[config.mk]
export PLATFORM = sky130hd
export DESIGN_NAME = tenure_watchdog
export DESIGN_NICKNAME = d
export VERILOG_FILES = /design/src/rtl/wdog_pkg.sv /design/src/rtl/wdog_timer.sv /design/src/rtl/wdog_regs.sv /design/src/rtl/tenure_watchdog.sv
export SDC_FILE = /design/constraint.sdc
export NUM_CORES = 1
export LEC_CHECK = 0
export ABC_AREA = 1
export BUFFER_PORTS_ARGS = -buffer_cell sky130_fd_sc_hd__buf_2
export CAP_MARGIN = 20
export CORE_ASPECT_RATIO = 2
export CORE_MARGIN = 4
export CORE_UTILIZATION = 62
export CTS_CLUSTER_SIZE = 10
export DETAILED_ROUTE_END_ITERATION = 10
export MAX_ROUTING_LAYER = met4
export PLACE_DENSITY = 0.83
export SLEW_MARGIN = 25
export SYNTH_ARGS = -nofsm -noshare
export SYNTH_HDL_FRONTEND = slang
export SYNTH_SLANG_ARGS = --single-unit
[constraint.sdc]
create_clock -name clk -period 4.5 [get_ports clk]
set_clock_uncertainty 0.05 [all_clocks]
set_input_delay 0.225 -clock clk [delete_from_list [all_inputs] [get_ports clk]]
set_output_delay 0.225 -clock clk [all_outputs]
set_load 0.01 [all_outputs]
[src/rtl/wdog_pkg.sv]
package wdog_pkg;
    localparam int IDX_W = 3;
    localparam int DATA_W = 32;

    localparam logic [IDX_W-1:0] IDX_CTRL    = 3'd0;
    localparam logic [IDX_W-1:0] IDX_IDENT   = 3'd1;
    localparam logic [IDX_W-1:0] IDX_STATUS  = 3'd2;
    localparam logic [IDX_W-1:0] IDX_LIM_ACT = 3'd3;
    localparam logic [IDX_W-1:0] IDX_LIM_ADR = 3'd4;
    localparam logic [IDX_W-1:0] IDX_LIM_DAT = 3'd5;

    localparam int CTL_ACT = 3;
    localparam int CTL_DAT = 2;
    localparam int CTL_ADR = 1;

    localparam int ST_ADR = 0;
    localparam int ST_DAT = 1;
    localparam int ST_ACT = 2;
    localparam int ST_W   = 3;

    typedef enum logic [1:0] {
        TMR_IDLE   = 2'd0,
        TMR_COUNT  = 2'd1,
        TMR_EXPIRE = 2'd2
    } tmr_state_t;
endpackage

[src/rtl/wdog_timer.sv]
module wdog_timer
    import wdog_pkg::*;
#(
    parameter int CNT_W = 16
) (
    input  logic             clk,
    input  logic             rst_n,
    input  logic             en,
    input  logic             start,
    input  logic             stop,
    input  logic [CNT_W-1:0] limit,
    output logic             fire
);
    tmr_state_t       st_q, st_d;
    logic [CNT_W-1:0] cnt_q;
    logic             armed_start;

    assign armed_start = en && start;

    // state register
    always_ff @(posedge clk or negedge rst_n) begin
        if (!rst_n) begin
            st_q <= TMR_IDLE;
        end else begin
            st_q <= st_d;
        end
    end

    // next state
    always_comb begin
        st_d = st_q;
        unique case (st_q)
            TMR_IDLE: begin
                if (armed_start) st_d = TMR_COUNT;
            end
            TMR_COUNT: begin
                if (!en)                 st_d = TMR_IDLE;
                else if (start)          st_d = TMR_COUNT;
                else if (stop)           st_d = TMR_IDLE;
                else if (cnt_q == '0)    st_d = TMR_EXPIRE;
            end
            TMR_EXPIRE: begin
                st_d = armed_start ? TMR_COUNT : TMR_IDLE;
            end
            default: st_d = TMR_IDLE;
        endcase
    end

    // down-counter
    always_ff @(posedge clk or negedge rst_n) begin
        if (!rst_n) begin
            cnt_q <= '0;
        end else if (armed_start) begin
            cnt_q <= limit;
        end else if (st_q == TMR_COUNT && cnt_q != '0) begin
            cnt_q <= cnt_q - 1'b1;
        end
    end

    // outputs
    always_comb begin
        fire = 1'b0;
        unique case (st_q)
            TMR_IDLE:   fire = 1'b0;
            TMR_COUNT:  fire = 1'b0;
            TMR_EXPIRE: fire = 1'b1;
            default:    fire = 1'b0;
        endcase
    end
endmodule

[src/rtl/wdog_regs.sv]
module wdog_regs
    import wdog_pkg::*;
#(
    parameter int          CNT_W   = 16,
    parameter logic [31:0] IDENT   = 32'h0000_0001
) (
    input  logic              clk,
    input  logic              rst_n,
    input  logic              we,
    input  logic [IDX_W-1:0]  idx,
    input  logic [DATA_W-1:0] wdata,
    output logic [DATA_W-1:0] rdata,
    input  logic [ST_W-1:0]   hw_set,
    output logic              en_act,
    output logic              en_dat,
    output logic              en_adr,
    output logic [CNT_W-1:0]  lim_act,
    output logic [CNT_W-1:0]  lim_adr,
    output logic [CNT_W-1:0]  lim_dat,
    output logic [ST_W-1:0]   status_q
);
    logic [ST_W-1:0] clr_mask;
    logic            unused_wbits;

    assign unused_wbits = ^wdata;

    always_ff @(posedge clk or negedge rst_n) begin
        if (!rst_n) begin
            en_act  <= 1'b0;
            en_dat  <= 1'b0;
            en_adr  <= 1'b0;
            lim_act <= '1;
            lim_adr <= '1;
            lim_dat <= '1;
        end else if (we) begin
            unique case (idx)
                IDX_CTRL: begin
                    en_act <= wdata[CTL_ACT];
                    en_dat <= wdata[CTL_DAT];
                    en_adr <= wdata[CTL_ADR];
                end
                IDX_LIM_ACT: lim_act <= wdata[CNT_W-1:0];
                IDX_LIM_ADR: lim_adr <= wdata[CNT_W-1:0];
                IDX_LIM_DAT: lim_dat <= wdata[CNT_W-1:0];
                default: ;
            endcase
        end
    end

    assign clr_mask = (we && idx == IDX_STATUS) ? wdata[ST_W-1:0] : '0;

    // hardware set has priority over software clear
    always_ff @(posedge clk or negedge rst_n) begin
        if (!rst_n) begin
            status_q <= '0;
        end else begin
            status_q <= (status_q & ~clr_mask) | hw_set;
        end
    end

    always_comb begin
        rdata = '0;
        unique case (idx)
            IDX_CTRL: begin
                rdata[CTL_ACT] = en_act;
                rdata[CTL_DAT] = en_dat;
                rdata[CTL_ADR] = en_adr;
            end
            IDX_IDENT:   rdata = IDENT;
            IDX_STATUS:  rdata[ST_W-1:0] = status_q;
            IDX_LIM_ACT: rdata[CNT_W-1:0] = lim_act;
            IDX_LIM_ADR: rdata[CNT_W-1:0] = lim_adr;
            IDX_LIM_DAT: rdata[CNT_W-1:0] = lim_dat;
            default:     rdata = '0;
        endcase
    end
endmodule

[src/rtl/tenure_watchdog.sv]
module tenure_watchdog
    import wdog_pkg::*;
#(
    parameter int          CNT_W = 16,
    parameter logic [31:0] IDENT = 32'h0000_0001
) (
    input  logic        clk,
    input  logic        rst_n,
    input  logic        addr_start_i,
    input  logic        addr_end_i,
    input  logic        data_start_i,
    input  logic        data_end_i,
    input  logic        reg_we_i,
    input  logic [2:0]  reg_idx_i,
    input  logic [31:0] reg_wdata_i,
    output logic [31:0] reg_rdata_o,
    output logic        aack_o,
    output logic        tea_o
);
    logic             en_act, en_dat, en_adr;
    logic [CNT_W-1:0] lim_act, lim_adr, lim_dat;
    logic [ST_W-1:0]  status_q;
    logic [ST_W-1:0]  hw_set;
    logic             fire_act, fire_adr, fire_dat;

    wdog_regs #(.CNT_W(CNT_W), .IDENT(IDENT)) u_regs (
        .clk      (clk),
        .rst_n    (rst_n),
        .we       (reg_we_i),
        .idx      (reg_idx_i),
        .wdata    (reg_wdata_i),
        .rdata    (reg_rdata_o),
        .hw_set   (hw_set),
        .en_act   (en_act),
        .en_dat   (en_dat),
        .en_adr   (en_adr),
        .lim_act  (lim_act),
        .lim_adr  (lim_adr),
        .lim_dat  (lim_dat),
        .status_q (status_q)
    );

    // inactivity: reloaded by any phase start, never stopped
    wdog_timer #(.CNT_W(CNT_W)) u_act (
        .clk   (clk),
        .rst_n (rst_n),
        .en    (en_act),
        .start (addr_start_i | data_start_i),
        .stop  (1'b0),
        .limit (lim_act),
        .fire  (fire_act)
    );

    // address tenure: also armed by the data enable
    wdog_timer #(.CNT_W(CNT_W)) u_adr (
        .clk   (clk),
        .rst_n (rst_n),
        .en    (en_adr | en_dat),
        .start (addr_start_i),
        .stop  (addr_end_i),
        .limit (lim_adr),
        .fire  (fire_adr)
    );

    wdog_timer #(.CNT_W(CNT_W)) u_dat (
        .clk   (clk),
        .rst_n (rst_n),
        .en    (en_dat),
        .start (data_start_i),
        .stop  (data_end_i),
        .limit (lim_dat),
        .fire  (fire_dat)
    );

    always_comb begin
        hw_set         = '0;
        hw_set[ST_ADR] = fire_adr;
        hw_set[ST_DAT] = fire_dat;
        hw_set[ST_ACT] = fire_act;
    end

    assign aack_o = fire_adr;
    assign tea_o  = fire_adr | fire_dat;
endmodule

Word level (Yosys, flattened, before mapping)
Index checks and enable logic that the tools add are counted.
Operators by class
  add/sub/neg operators: 3
  multiply operators: 0
  div/mod/pow operators: 0
  magnitude comparators: 0
  eq/ne operators: 17
  shift operators: 0
  multiplexer cells: 34
  bitwise logic cells: 6
  reductions and logical operators: 27
Operators by type and width (count)
  2-to-1 mux 16 bit: 6
  zero test 16 bit: 3
  nonzero test 16 bit: 3
  subtractor 16 x 1 -> 16 bit (second input constant): 3
  one-hot mux 12 bit (3 select lines): 1
  2-to-1 mux 2 bit: 14
  one-hot mux 2 bit (3 select lines): 3
  AND reduction 2 bit: 7
  one-hot mux 2 bit (5 select lines): 1
  logical AND 1 bit: 7
  equality test 2 x 1 -> 1 bit (second input constant): 3
  equality test 2 bit (second input constant): 3
  equality test 3 x 2 -> 1 bit (second input constant): 2
  equality test 3 bit (second input constant): 2
  zero test 2 bit: 3
  2-to-1 mux 1 bit: 6
  inequality test 2 x 1 -> 1 bit (second input constant): 3
  nonzero test 2 bit: 3
  inequality test 5 x 4 -> 1 bit (second input constant): 1
  inequality test 5 bit (second input constant): 1
  one-hot mux 1 bit (5 select lines): 1
  inequality test 4 x 2 -> 1 bit (second input constant): 1
  one-hot mux 1 bit (4 select lines): 1
  bitwise AND 3 bit: 1
  6 further kinds: 8
Word-level totals
  register bits: 108
  latch bits: 0
  RAM bits: 0
  ROM bits: 0
  output and inout port bits: 34
  word-level logic and storage cells: 100
  memories: 0

Logic depth before layout (Yosys ltp)
  depth after elaboration: 6
  mapped depth: 10

By module
A second synthesis with hierarchy kept.
Unflattened totals
  cell total of the unflattened synthesis: 973
  area, all modules: 6886.6 µm²
By module, submodules not included
  wdog_timer: times used 3, cells an instance 208, area each 1356.3 µm²
  wdog_regs: times used 1, cells an instance 339, area each 2780.2 µm²
  tenure_watchdog: times used 1, cells an instance 10, area each 37.5 µm²

Worst setup path before layout
OpenSTA, ideal clock, no wires.
  path kind: reg-to-reg
  from: register u_adr.cnt_q[0]
  to: register u_adr.cnt_q[7]
  data arrival time: 1307 ps
  setup slack: 3019 ps
  stages on the path, launching flop included: 11
  buffers on the path: 1
  cells stage by stage: dfrtp_1 -> inv_1 -> ha_1 -> nand2_2 -> nor2_4 -> nand2_2 -> nand2_4 -> nor2_4 -> buf_6 -> nand2_1 -> nand3_1
On the way
  longest elaborated chain between the ends: 3
RTL lines
  start, declared: line wdog_timer.sv:15  | logic [CNT_W-1:0] cnt_q;
  start signal, assigned: line wdog_timer.sv:54  | cnt_q <= limit;
  start signal, assigned: line wdog_timer.sv:56  | cnt_q <= cnt_q - 1'b1;
  subtractor 16 x 1 -> 16 bit or nonzero test 16 bit (tied branches): line wdog_timer.sv:56, wdog_timer.sv:55
  2-to-1 mux 16 bit or logical AND 1 bit (tied branches): line wdog_timer.sv:55  | end else if (st_q == TMR_COUNT && cnt_q != '0) begin
  2-to-1 mux 16 bit or nonzero test 2 bit (tied branches)
Several ways; a longest one is shown, not always the timed one. The select of a mux whose other input is x is not followed.
A chain may end at the register's enable or synchronous reset.

Worst setup path after layout
  from: register u_act.cnt_q[0]
  to: register u_act.cnt_q[11]
On the way
  longest elaborated chain between the ends: 3
RTL lines (line)
  start, declared: wdog_timer.sv:15
  start signal, assigned: wdog_timer.sv:54
  start signal, assigned: wdog_timer.sv:56
  subtractor 16 x 1 -> 16 bit or nonzero test 16 bit (tied branches): wdog_timer.sv:56, wdog_timer.sv:55
  2-to-1 mux 16 bit or logical AND 1 bit (tied branches): wdog_timer.sv:55
  2-to-1 mux 16 bit or nonzero test 2 bit (tied branches)
Several ways; a longest one is shown, not always the timed one. The select of a mux whose other input is x is not followed.

==> results.txt <==
Worst-Margin Slew: 0.857 ns
sequential area share after synthesis: 0.435
worst skew pair latency: 0.35 ns
crit path time final: 1.81 ns
Final period util: 0.402
Syn. warnings: 0
VDD IR-drop max: 378 µV
max_slew headroom: 0.427
Max-Cap Viols: 0
Num CTS Buffers: 9
Worst-path clk slew: 0.07 ns
largest net degree at the start of global routing: 63
largest cells by area after synthesis: dfrtp_1 (24%), dfstp_2 (20%), nand2_1 (19%)
final WL: 15.9 mm
top cell type's share of synthesized area: 0.236
Synth area leader: dfrtp_1
Vias/cell: 5.51
critical path class: flip-flop to flip-flop
Mapped Area: 6360 µm²
worst endpoint required time: 4.69 ns
Vias: 5783
first-pass GRT wire length: 26.1 mm
Final Max Slew Viols: 0
Longest Clk Path Bufs: 2
RSZ-0062 raised after global routing: no
synthesized flop and latch total: 108
post-synthesis mux area share: 0
TritonCTS clock tree: yes
number of H-tree levels: 3
starting density of the core: 0.630
Adder-Cell Fraction of Synth Area: 0.00590
Worst setup SP type: flip-flop
XOR/XNOR Fraction of Synth Area: 0.0262
Post-CTS Resized: 0
sw power: 1.73 mW
arrival time worst endpoint: 2.00 ns
core box area: 10100 µm²
most frequent cells in the layout: nand2_1 (320), nand3_1 (103), nor2_1 (76)
fmax: 0.553 GHz
crit end category: flip-flop
number of diodes: 0
cts hold-fix bufs: 1
pwr/cell area: 587 nW/µm²
Final Wtd Congestion: 0.970
Rows: 52
synth unique cells: 33
clock share of power: 0.186
I/O pin total: 76
Die X: 79.6 µm
initial antenna violation count: 0
cell count after synthesis: 878
Hold WC Path Type: primary input to flip-flop
Hold WS: 0.0821 ns
Post-DP Area: 6540 µm²
Internal: 2.28 mW
status: finished clean
Congestion Overflow GR: 0
Final setup viols: 0
vias in the first global route: 5519
largest family of logic cells by synthesized area: simple AND/OR/NAND/NOR gates
switching share of power: 0.431
endpoints failing hold: 0
commonest non-fill, non-tap cell in the layout: nand2_1
post-layout net count: 955
crit path cell chain: inv_1 -> ha_1 -> nand2_2 -> nor2_4 -> nand2_2 -> nand2_4 -> nand2_2 -> nand2_1 -> nand3_1
Worst path slowest cell: dfrtp_1
synthesized area per cell: 7.24 µm²
initial drt markers: 441
root buffer cell: clkbuf_16
Fillers: 900
most frequent CP cell: nand2_2
combinational share of power: 0.393
routed len/inst: 15.1 µm
GRT Util Overall: 0.288
hpwl dp: 12.0 mm
Layout Area Growth over Synthesis: 7.42%
Remaining DRCs: 0
CTS Sinks: 108
Simple-Gate Fraction of Synth Area: 0.384
Setup Fix Bufs, Post-CTS: 0
die area: 12000 µm²
IO Port Bufs: 43
TNS Setup: 0 ns
P_leak: 3.41 nW
compound-gate portion of the synthesized area: 0.0638
Final Cell Area: 6830 µm²
crit-path max cell delay: 0.37 ns
layout cell share with drive strength beyond 1: 0.161
critical path peak fanout: 15
Die Ht: 151 µm
Initial DRT Pass Iterations: 7
Final ANT Viol Nets: 0
Flop pwr share: 0.421
[state kept, by name, summed over array words and instances (netlist names), 2 cells and up]
signal,flops
u_dat.cnt_q,16
u_regs.lim_adr,16
u_adr.st_q,2
u_regs.lim_dat,16
u_adr.cnt_q,16
u_act.cnt_q,16
u_act.st_q,2
u_regs.lim_act,16
u_regs.status_q,3
u_dat.st_q,2
[power by group through the flow]
stage	sequential [mW]	combinational, mW	clock (mW)
final	1.69	1.57	0.746
after global routing	1.72	1.83	0.801
after CTS	1.68	1.57	0.758
after detailed placement	1.69	1.55	0
after global placement	1.68	1.52	0
after floorplan	1.58	1.28	0
[cells in the mapped netlist]
master	n
a21oi_1	2
a22oi_1	2
buf_2	15
buf_4	17
buf_6	4
buf_8	1
clkbuf_1	3
conb_1	1
dfrtp_1	60
dfstp_2	48
ha_1	3
inv_1	63
inv_2	7
inv_4	1
nand2_1	320
nand2_2	11
nand2_4	4
nand3_1	103
nand3_2	3
nand3b_1	16
nand4_1	5
nor2_1	76
nor2_2	8
nor2_4	5
nor3_1	3
nor3b_1	1
nor4_1	1
o211ai_1	2
o21ai_0	54
o21ai_1	19
or2_1	1
xnor2_1	3
xor2_1	16
[final cells by class]
cell class                      count  area, µm²  share of cell area
Clock inverter                      6       48.8             0.00715
Timing Repair Buffer               46        243              0.0355
Tap cell                          135        169              0.0247
Clock buffer                       10        229              0.0335
Inverter                           71        269              0.0394
Multi-Input combinational cell    674       3110               0.455
Sequential cell                   108       2760               0.405
[logic make-up (layout without fill, tap and decap cells)]
logic type	after synthesis	after routing
AO/OA/AOI/OAI	79	79
XOR/XNOR	19	19
adder cells (fa/ha/maj)	3	3
buffers and inverters	111	133
flip-flops	108	108
other	1	16
AND/OR/NAND/NOR	557	557
[worst paths after layout]
check | start | endpoint | slack [ns] | cells after the start
worst max register to register | u_act.cnt_q[0]$_DFFE_PN0P_ | u_act.cnt_q[11]$_DFFE_PN0P_ | 2.69 | 9
worst max-delay path | u_act.cnt_q[0]$_DFFE_PN0P_ | u_act.cnt_q[11]$_DFFE_PN0P_ | 2.69 | 9
min in group asynchronous | rst_n | u_act.cnt_q[10]$_DFFE_PN0P_ | 0.44 | 2
max in group asynchronous | rst_n | u_regs.lim_dat[14]$_DFFE_PN1P_ | 2.85 | 3
worst min register to register | u_act.st_q[0]$_DFFE_PN0P_ | u_regs.status_q[2]$_DFF_PN0_ | 0.43 | 1
worst min-delay path | reg_wdata_i[7] | u_regs.lim_adr[7]$_DFFE_PN1P_ | 0.08 | 3
[per-layer routing]
layer  global-route usage  wire (µm)  vias to the layer above
li1                     -          -                     2822
met1                0.303       5810                     2710
met2                0.498       8570                      180
met3               0.0429        573                       71
met4                0.177        922                        0
met5                    -          0                        -
[stage by stage]
stage / setup WS (ns) / power (mW) / utilization / cells
global placement: 2.53 / 3.20 / 0.649 / 1033
global route: 2.55 / 4.35 / 0.677 / 1050
CTS: 2.70 / 4.01 / 0.677 / 1050
floorplan: 3.02 / 2.86 / - / 893
detailed placement: 2.45 / 3.24 / 0.649 / 1033
finish: 2.69 / 4.01 / 0.677 / 1050
[worst max-delay path, delay by kind of cell (launching register included)]
family	cells	cell delay (ns)
adders and majority gates	1	0.20
and+or+nand+nor	7	0.97
buffers and inverters	1	0.09
DFF	1	0.37
Note: power is estimated with default switching activity, not from simulation.
